===== config.mk =====
export PLATFORM = sky130hd
export DESIGN_NAME = serial_audio_port
export DESIGN_NICKNAME = d
export VERILOG_FILES = /design/src/rtl/sap_pkg.sv /design/src/rtl/sap_sync.sv /design/src/rtl/sap_edge.sv /design/src/rtl/sap_rx.sv /design/src/rtl/sap_tx.sv /design/src/rtl/serial_audio_port.sv
export SDC_FILE = /design/constraint.sdc
export NUM_CORES = 1
export LEC_CHECK = 0
export BUFFER_PORTS_ARGS = -buffer_cell sky130_fd_sc_hd__buf_2
export CORE_UTILIZATION = 55
export CTS_BUF_LIST = sky130_fd_sc_hd__clkbuf_4
export DETAILED_ROUTE_END_ITERATION = 16
export HOLD_SLACK_MARGIN = 0.15
export PLACE_DENSITY = 0.84
export SYNTH_ARGS = -nofsm -noshare
export SYNTH_HDL_FRONTEND = slang
export SYNTH_SLANG_ARGS = --single-unit

===== constraint.sdc =====
create_clock -name clk -period 2.2 [get_ports clk]
set_input_delay 0.44 -clock clk [delete_from_list [all_inputs] [get_ports clk]]
set_output_delay 0.44 -clock clk [all_outputs]
set_load 0.005 [all_outputs]

===== src/rtl/sap_pkg.sv =====
`timescale 1ns/1ps
package sap_pkg;
  // frame clock level that marks the left half
  localparam logic LEFT_LVL = 1'b1;

  // serial pins in synchronizer order
  typedef struct packed {
    logic bck;
    logic frm;
    logic sdi;
  } pins_t;
endpackage


===== src/rtl/sap_sync.sv =====
`timescale 1ns/1ps
module sap_sync #(
  parameter int W      = 3,
  parameter int STAGES = 2
) (
  input  logic         clk,
  input  logic         rst,
  input  logic [W-1:0] d_i,
  output logic [W-1:0] q_o
);
  logic [W-1:0] pipe [STAGES];

  generate
    for (genvar s = 0; s < STAGES; s++) begin : g_stage
      if (s == 0) begin : g_first
        always_ff @(posedge clk) begin
          if (rst) pipe[s] <= '0;
          else     pipe[s] <= d_i;
        end
      end else begin : g_next
        always_ff @(posedge clk) begin
          if (rst) pipe[s] <= '0;
          else     pipe[s] <= pipe[s-1];
        end
      end
    end
  endgenerate

  assign q_o = pipe[STAGES-1];
endmodule


===== src/rtl/sap_edge.sv =====
`timescale 1ns/1ps
module sap_edge (
  input  logic clk,
  input  logic rst,
  input  logic lvl_i,
  output logic rise_o,
  output logic fall_o
);
  logic lvl_q;

  always_ff @(posedge clk) begin
    if (rst) lvl_q <= 1'b0;
    else     lvl_q <= lvl_i;
  end

  assign rise_o = lvl_i & ~lvl_q;
  assign fall_o = ~lvl_i & lvl_q;
endmodule


===== src/rtl/sap_rx.sv =====
`timescale 1ns/1ps
module sap_rx
  import sap_pkg::*;
#(
  parameter int WIDTH = 16
) (
  input  logic             clk,
  input  logic             rst,
  input  logic             rise_i,
  input  logic             frm_i,
  input  logic             sdi_i,
  output logic [WIDTH-1:0] left_o,
  output logic [WIDTH-1:0] right_o,
  output logic             valid_o
);
  // sliding window: always holds the latest WIDTH bits
  logic [WIDTH-1:0] win_q;
  logic [WIDTH-1:0] hold_left_q;
  logic             frm_prev_q;
  logic [1:0]       bnd_cnt_q;
  logic             toggle;

  assign toggle = rise_i && (frm_i != frm_prev_q);

  always_ff @(posedge clk) begin
    if (rst) begin
      win_q       <= '0;
      hold_left_q <= '0;
      frm_prev_q  <= 1'b0;
      bnd_cnt_q   <= 2'd0;
      left_o      <= '0;
      right_o     <= '0;
      valid_o     <= 1'b0;
    end else begin
      valid_o <= 1'b0;
      if (rise_i) begin
        win_q      <= {win_q[WIDTH-2:0], sdi_i};
        frm_prev_q <= frm_i;
      end
      if (toggle) begin
        if (bnd_cnt_q != 2'd2) bnd_cnt_q <= bnd_cnt_q + 2'd1;
        if (frm_prev_q == LEFT_LVL) begin
          hold_left_q <= win_q;
        end else if (bnd_cnt_q == 2'd2) begin
          left_o  <= hold_left_q;
          right_o <= win_q;
          valid_o <= 1'b1;
        end
      end
    end
  end
endmodule


===== src/rtl/sap_tx.sv =====
`timescale 1ns/1ps
module sap_tx
  import sap_pkg::*;
#(
  parameter int WIDTH = 16,
  parameter int IDX_W = 6
) (
  input  logic             clk,
  input  logic             rst,
  input  logic             fall_i,
  input  logic             frm_i,
  input  logic [WIDTH-1:0] tx_left_i,
  input  logic [WIDTH-1:0] tx_right_i,
  output logic             sdo_o,
  output logic             accept_o
);
  localparam logic [IDX_W-1:0] IDX_MAX  = '1;
  localparam logic [IDX_W-1:0] IDX_WORD = IDX_W'(WIDTH);

  logic [WIDTH-1:0] word_l_q, word_r_q;
  logic [IDX_W-1:0] idx_q;
  logic             frm_last_q;
  logic             primed_q;
  logic [WIDTH-1:0] cur_word, shifted;

  always_comb begin
    cur_word = (frm_i == LEFT_LVL) ? word_l_q : word_r_q;
    shifted  = cur_word << idx_q;
  end

  always_ff @(posedge clk) begin
    if (rst) begin
      word_l_q   <= '0;
      word_r_q   <= '0;
      idx_q      <= '0;
      frm_last_q <= 1'b0;
      primed_q   <= 1'b0;
      sdo_o      <= 1'b0;
      accept_o   <= 1'b0;
    end else begin
      accept_o <= 1'b0;
      if (fall_i) begin
        frm_last_q <= frm_i;
        if (frm_i != frm_last_q) begin
          primed_q <= 1'b1;
          idx_q    <= IDX_W'(1);
          if (frm_i == LEFT_LVL) begin
            word_l_q <= tx_left_i;
            word_r_q <= tx_right_i;
            accept_o <= 1'b1;
            sdo_o    <= tx_left_i[WIDTH-1];
          end else begin
            sdo_o <= word_r_q[WIDTH-1];
          end
        end else begin
          if (idx_q != IDX_MAX) idx_q <= idx_q + IDX_W'(1);
          sdo_o <= primed_q && (idx_q < IDX_WORD) && shifted[WIDTH-1];
        end
      end
    end
  end
endmodule


===== src/rtl/serial_audio_port.sv =====
`timescale 1ns/1ps
module serial_audio_port
  import sap_pkg::*;
#(
  parameter int WIDTH       = 16,
  parameter int MAX_HALF    = 32,
  parameter int SYNC_STAGES = 2
) (
  input  logic             clk,
  input  logic             rst,
  input  logic             bck_i,
  input  logic             frm_i,
  input  logic             sdi_i,
  output logic             sdo_o,
  output logic [WIDTH-1:0] rx_left_o,
  output logic [WIDTH-1:0] rx_right_o,
  output logic             rx_valid_o,
  input  logic [WIDTH-1:0] tx_left_i,
  input  logic [WIDTH-1:0] tx_right_i,
  output logic             tx_accept_o
);
  localparam int IDX_W  = $clog2(MAX_HALF) + 1;
  localparam int PIN_W  = $bits(pins_t);

  pins_t raw_pins, sync_pins;
  logic  bck_rise, bck_fall;

  assign raw_pins = '{bck: bck_i, frm: frm_i, sdi: sdi_i};

  sap_sync #(.W(PIN_W), .STAGES(SYNC_STAGES)) u_sync (
    .clk (clk),
    .rst (rst),
    .d_i (raw_pins),
    .q_o (sync_pins)
  );

  sap_edge u_edge (
    .clk    (clk),
    .rst    (rst),
    .lvl_i  (sync_pins.bck),
    .rise_o (bck_rise),
    .fall_o (bck_fall)
  );

  sap_rx #(.WIDTH(WIDTH)) u_rx (
    .clk     (clk),
    .rst     (rst),
    .rise_i  (bck_rise),
    .frm_i   (sync_pins.frm),
    .sdi_i   (sync_pins.sdi),
    .left_o  (rx_left_o),
    .right_o (rx_right_o),
    .valid_o (rx_valid_o)
  );

  sap_tx #(.WIDTH(WIDTH), .IDX_W(IDX_W)) u_tx (
    .clk        (clk),
    .rst        (rst),
    .fall_i     (bck_fall),
    .frm_i      (sync_pins.frm),
    .tx_left_i  (tx_left_i),
    .tx_right_i (tx_right_i),
    .sdo_o      (sdo_o),
    .accept_o   (tx_accept_o)
  );
endmodule


After elaboration in Yosys (flattened, before gate mapping)
Memories as Yosys holds them, arrays and structs flattened.
Cells that the tools add are included.
Word-level totals
  flip-flop bits (word level): 111
  memories kept: 1
  input bits: 37
  logic and storage cells: 59
  RAM bits: 6
Operators by class
  add/sub/neg operators: 2
  magnitude comparators: 1
  bitwise gates (word level): 10
  equality and inequality tests: 5
  mux-type cells: 12
  reductions and logical operators: 12
  shift-type cells: 1
Memory list
  u_sync.pipe: depth 2, width 3, rd ports 2, clocked after memory_dff 0, wr ports 2, RTL line sap_sync.sv:11  | logic [W-1:0] pipe [STAGES];
Operator list (number)
  two-way mux 16 bit: 1
  left shift 16 x 6 -> 16 bit: 1
  two-way mux 6 bit: 2
  AND reduction 2 bit: 4
  two-way mux 1 bit: 7
  adder 6 x 1 -> 6 bit (second input constant): 1
  < comparator 6 x 5 -> 1 bit (second input constant): 1
  two-way mux 3 bit: 2
  != test 6 bit (second input constant): 1
  NOT 1 bit: 6
  AND reduction 3 bit: 2
  OR reduction 3 bit: 2
  logical AND 1 bit: 3
  adder 2 x 1 -> 2 bit (second input constant): 1
  AND 1 bit: 2
  == test 2 bit (second input constant): 1
  != test 1 bit: 2
  != test 2 bit (second input constant): 1
  OR 1 bit: 2
  nonzero test 2 bit: 1

Depth between registers and ports, before layout
  depth in word-level cells: 5
  mapped depth: 8

Hierarchy
From an unflattened synthesis, not the netlist that was laid out.
Second synthesis, totals
  cell total of the unflattened synthesis: 518
  area, all modules: 4568.1 um^2
Modules (own cells, without submodules)
  sap_rx: instances 1, area each 2516.2 um^2, cells an instance 281, seq. area each 1361.3 um^2
  sap_tx: instances 1, area each 1855.5 um^2, cells an instance 221, seq. area each 840.8 um^2
  sap_sync: instances 1, area each 157.7 um^2, cells an instance 12, seq. area each 120.1 um^2
  sap_edge: instances 1, area each 38.8 um^2, cells an instance 4, seq. area each 20.0 um^2

Worst setup path after synthesis
OpenSTA, ideal clock, no wires.
  kind: reg-to-reg
  from: register u_tx.idx_q[0]
  to: register u_tx.sdo_o
  cell stages (with the launch flop): 6
  setup time: 0.116 ns
  period minus slack after synthesis: 1.654 ns
  arrival time: 1.538 ns
  path slack: 0.546 ns
  data required time: 2.084 ns
  cells stage by stage: dfxtp_1 > buf_2 > mux4_2 > a32oi_1 > nand4_1 > a41o_1
Between the ends
  cells in the longest elaborated chain, start to end: 4
  elaborated cells on any way between the ends: 5
Ends and longest elaborated chain
  from (decl): RTL line sap_tx.sv:21  | logic [IDX_W-1:0] idx_q;
  from (signal assigned): RTL line sap_tx.sv:56  | if (idx_q != IDX_MAX) idx_q <= idx_q + IDX_W'(1);
  < comparator 6 x 5 -> 1 bit: RTL line sap_tx.sv:57  | sdo_o <= primed_q && (idx_q < IDX_WORD) && shifted[WIDTH-1];
  logical AND 1 bit: RTL line sap_tx.sv:57
  logical AND 1 bit *: RTL line sap_tx.sv:57
  two-way mux 1 bit *: RTL line sap_tx.sv:44  | if (frm_i != frm_last_q) begin
  to (signal assigned): RTL line sap_tx.sv:51  | sdo_o <= tx_left_i[WIDTH-1];
  to (signal assigned): RTL line sap_tx.sv:53  | sdo_o <= word_r_q[WIDTH-1];
  to (signal assigned): RTL line sap_tx.sv:57
  to (decl): RTL line sap_tx.sv:14  | output logic sdo_o,
Every way passes the cells marked *; elsewhere a longest branch is shown, timed or not.
A chain may end at the register's enable or synchronous reset.

Worst setup path in the final report
  from: register u_tx.idx_q[1]
  to: register u_tx.idx_q[4]
Between the ends
  cells in the longest elaborated chain, start to end: 3
  elaborated cells on any way between the ends: 6
Ends and longest elaborated chain (RTL line)
  adder 6 x 1 -> 6 bit / != test 6 bit (equally long branches): sap_tx.sv:56
  two-way mux 6 bit / nonzero test 2 bit (equally long branches)
  two-way mux 6 bit / AND reduction 2 bit (equally long branches)
Several ways; a longest one is shown, not always the timed one. The select of a mux whose other input is x is not followed.

==> results.txt <==
The synthesized area divided by synthesized cell count came out at 8.18 um^2. The launching element type of the critical path is a register. For this design the static power due to leakage is 1.99 nW.

In this run the remaining antenna-violating nets after routing total 0. The cell row count came out at 32. The repair_antennas step left the layout with diodes totalling 0. The half-perimeter wire length after detailed placement is 6340 um.

The horizontal die dimension is 91.6 um. Counting distinct cell types in the post-synthesis netlist gives 41. The total placed instance area came out at 4850 um^2. The number of synthesized flops with an enable pin is 0. The die covers 8390 um^2. The worst-case setup margin in the final layout came out at 295 ps. The summed instance area of the synthesized netlist came out at 4420 um^2. The setup-violating endpoint count in the final report is 0. The number of warnings reported in the yosys synthesis log came out at 0. In this run, flip-flops and latches consume 54.2% of the power. The combinational share of power is 3.8%. Setup repair after global routing left no endpoint under its margin.

Global routing used 6.22% of the available met3 tracks. In this run the most used layer during global routing was met2. The number of endpoints with negative hold slack in the final report came to 0. The initial cell density of the core came out at 57.2%. For this run, the slowest stage of the critical path takes 510 ps. The number of vias per cell is 5.43. The routing usage on met2 came out at 42.5%. In the synthesized netlist the dominant register cell turns out to be sky130_fd_sc_hd__dfxtp_1. The pre-CTS setup slack is 283 ps. Leaving out fill and tap cells, the most frequent cells in the layout are sky130_fd_sc_hd__nand2_1, sky130_fd_sc_hd__dfxtp_1, sky130_fd_sc_hd__a21oi_1. The via count of the first global-routing pass is 3747. The maximum frequency from static timing analysis came out at 0.525 GHz.

The worst-margin pin slew is 624 ps. In this run the number of H-tree levels came out at 4. The area growth from synthesis to layout is 22.4%. The run finished with clean final reports. The global route total overflow is 0.

The clock tree skew after final layout came out at 17.2 ps. The critical path arrival came out at 2350 ps. The global-route usage over all layers came out at 25.9%. The final critical path takes up 86.6% of the cycle. The first-pass GRT wire length came out at 17200 um.

The switching component of the power is 0.928 mW. The clock network accounts for 41.9% of the total power. For the worst-skew pair, the clock arrives at the later sink with an insertion delay of 520 ps. In the synthesized netlist, the number of instances is 540. Leaving out fill and tap cells, the most frequent cell in the layout is sky130_fd_sc_hd__nand2_1. The finished cells cover 5410 um^2. The routed wire length is 10100 um. The weighted congestion reported at the end of routability-driven placement is 0.867. By area the synthesized netlist is led by sky130_fd_sc_hd__dfxtp_1, sky130_fd_sc_hd__nand2_1, sky130_fd_sc_hd__a21oi_1. In the final routed layout, each cell accounts on average for 13.6 um. STA puts the critical path data required time at 2640 ps. The number of fill cells in the layout came out at 566. The global routing usage on met1 is 32.3%. The worst setup path is of the register to register kind. Clock-pin slew was measured on the worst setup and hold paths at 110 ps. The number of max-cap violations came out at 0. The number of ports placed on the die boundary came out at 72. In the final layout, the share of cells above drive strength 1 is 20.1%.

The share of synthesized area in the top cell type comes to 53.0%. The vias after detailed routing is 4037. The cell internal power dissipation came out at 3.01 mW. The overall power is 3.94 mW. The count of input and output buffers came out at 71.

The smallest clock period supported by the final layout is computed as 1910 ps. The total negative setup slack is 0 ps. The number of nets in the synthesized netlist is 579. Broken down by cell family, the worst path's largest delay share belongs to compound AO/OA/AOI/OAI gates. The number of antenna violations at the first check in global routing was 0. The maximum vdd ir drop came out at 0.352 mV.

Walking the worst path, the cells encountered are ha_1 > nand3_1 > o31ai_2 > o21ai_0 > a21oi_1. The detailed-route DRC error count is 0. The number of buffer and inverter stages on the critical path came out at 0. The slowest stage of the critical path is the sky130_fd_sc_hd__dfxtp_1 cell. The number of buffers between clock root and the deepest sink came out at 2. The switching share of power is 23.5%. Summing the sequential cell areas from Yosys gives 53.0% of the chip area. The count of routing violations after the opening detailed-route iteration came out at 556. Buffers inserted during clock tree synthesis total 17. The final-report max-slew violation count came to 0. The count of clock tree sinks is 117. The worst slew margin relative to its limit came out at 58.2%. Entering global routing, the biggest net connects 34 pins. The post-layout net count came out at 668. The critical-path maximum fanout came out at 8. sky130_fd_sc_hd__dfxtp_1 takes more of the synthesized area than any other cell.

The path class of the tightest hold or removal check is primary input to register. The power per cell area is 729 nW/um^2. The number of flip-flops and latches in the synthesized netlist came out at 117. The post-synthesis async set-or-reset flop share is 0%. In this run the clock root is driven by a sky130_fd_sc_hd__clkbuf_4. The placeable core region is 7730 um^2. The first detailed-routing pass ran for 5 iterations. The vertical extent of the die is 91.6 um. TritonCTS built the clock tree. The worst setup path is captured at a register.
-- cell families (layout without fill, tap and decap cells) --
kind of cell / count (synthesis) / in the layout / share of synthesized area (%)
buffers and inverters: 44 / 146 / 4.08
DFF: 117 / 117 / 53.0
adders and majority gates: 2 / 2 / 0.566
xor gates and xnor gates: 3 / 3 / 0.765
AOI/OAI and AO/OA: 121 / 121 / 14.8
and+or+nand+nor: 242 / 242 / 22.5
muxes: 11 / 11 / 4.22
-- cell usage after synthesis, types with 2 or more instances --
library cell and n:
sky130_fd_sc_hd__a21o_1 2, sky130_fd_sc_hd__a21oi_1 104, sky130_fd_sc_hd__buf_2 8, sky130_fd_sc_hd__clkbuf_1 29
sky130_fd_sc_hd__dfxtp_1 117, sky130_fd_sc_hd__ha_1 2, sky130_fd_sc_hd__inv_1 5, sky130_fd_sc_hd__mux2i_1 4
sky130_fd_sc_hd__mux4_2 6, sky130_fd_sc_hd__nand2_1 200, sky130_fd_sc_hd__nand2b_1 3, sky130_fd_sc_hd__nand3_1 4
sky130_fd_sc_hd__nor2_1 9, sky130_fd_sc_hd__nor2b_1 11, sky130_fd_sc_hd__nor3_1 3, sky130_fd_sc_hd__o21ai_0 4
sky130_fd_sc_hd__or3_1 4, sky130_fd_sc_hd__xnor2_1 2
-- per-layer routing --
metal  wire [um]  up-vias  part of all wire [%]
met5           0        -                     0
met4         244        0                   2.4
met3         702       31                   7.0
met2        4880      181                    48
met1        4270     1862                    42
li1            -     1963                     -
-- worst min-delay path, cell delays in order --
cell	delay [ps]
sky130_fd_sc_hd__buf_2	90
sky130_fd_sc_hd__nand2_1	60
sky130_fd_sc_hd__a21oi_1	50
-- what timing repair did --
item | CTS | global route
hold endpoints to repair | 24 | 0
resized for setup | 0 | 1
setup buffers | 0 | 0
setup endpoints to repair | 0 | 2
hold buffers | 24 | 0
-- final timing paths --
| kind | from | endpoint | slack (ps) | cells past startpoint |
|---|---|---|---|---|
| max | u_tx.idx_q[1] | u_tx.idx_q[4] | 290 | 5 |
| min | tx_left_i[4] | u_tx.word_l_q[4] | 170 | 3 |
| max reg2reg | u_tx.idx_q[1] | u_tx.idx_q[4] | 290 | 5 |
| min reg2reg | u_sync.pipe[0][2] | u_sync.pipe[1][2] | 450 | 1 |
-- power by group through the flow --
stage / Combinational [mW] / Clock [mW] / Sequential (mW)
finish: 0.151 / 1.65 / 2.14
CTS: 0.148 / 1.67 / 2.14
detailed placement: 0.115 / 0 / 2.19
global placement: 0.113 / 0 / 2.19
global route: 0.166 / 1.77 / 2.14
floorplan: 0.0712 / 0 / 2.18
-- sequential cells by signal, summed over array words and instances (netlist names), 2 cells and up --
name	cells
u_rx.bnd_cnt_q	2
u_rx.hold_left_q	16
u_rx.left_o	16
u_rx.right_o	16
u_rx.win_q	16
u_sync.pipe	6
u_tx.idx_q	6
u_tx.word_l_q	16
u_tx.word_r_q	16
-- cell type report --
type / count / area (um^2) / share of cell area, %
Timing Repair Buffer: 109 / 703 / 13.0
Clock buffer: 18 / 135 / 2.50
Multi-Input combinational cell: 379 / 1900 / 35.1
Inverter: 5 / 18.8 / 0.347
Sequential cell: 117 / 2340 / 43.4
Tap cell: 102 / 128 / 2.36
Clock inverter: 14 / 178 / 3.29
-- through the flow --
stage	util [%]	hold slack, ps	cells
floorplan	-	414	540
global placement	62.8	418	688
detailed placement	62.8	422	688
CTS	69.9	151	744
global route	69.9	157	744
finish	69.9	168	744
Power figures use the tool's default switching activity.
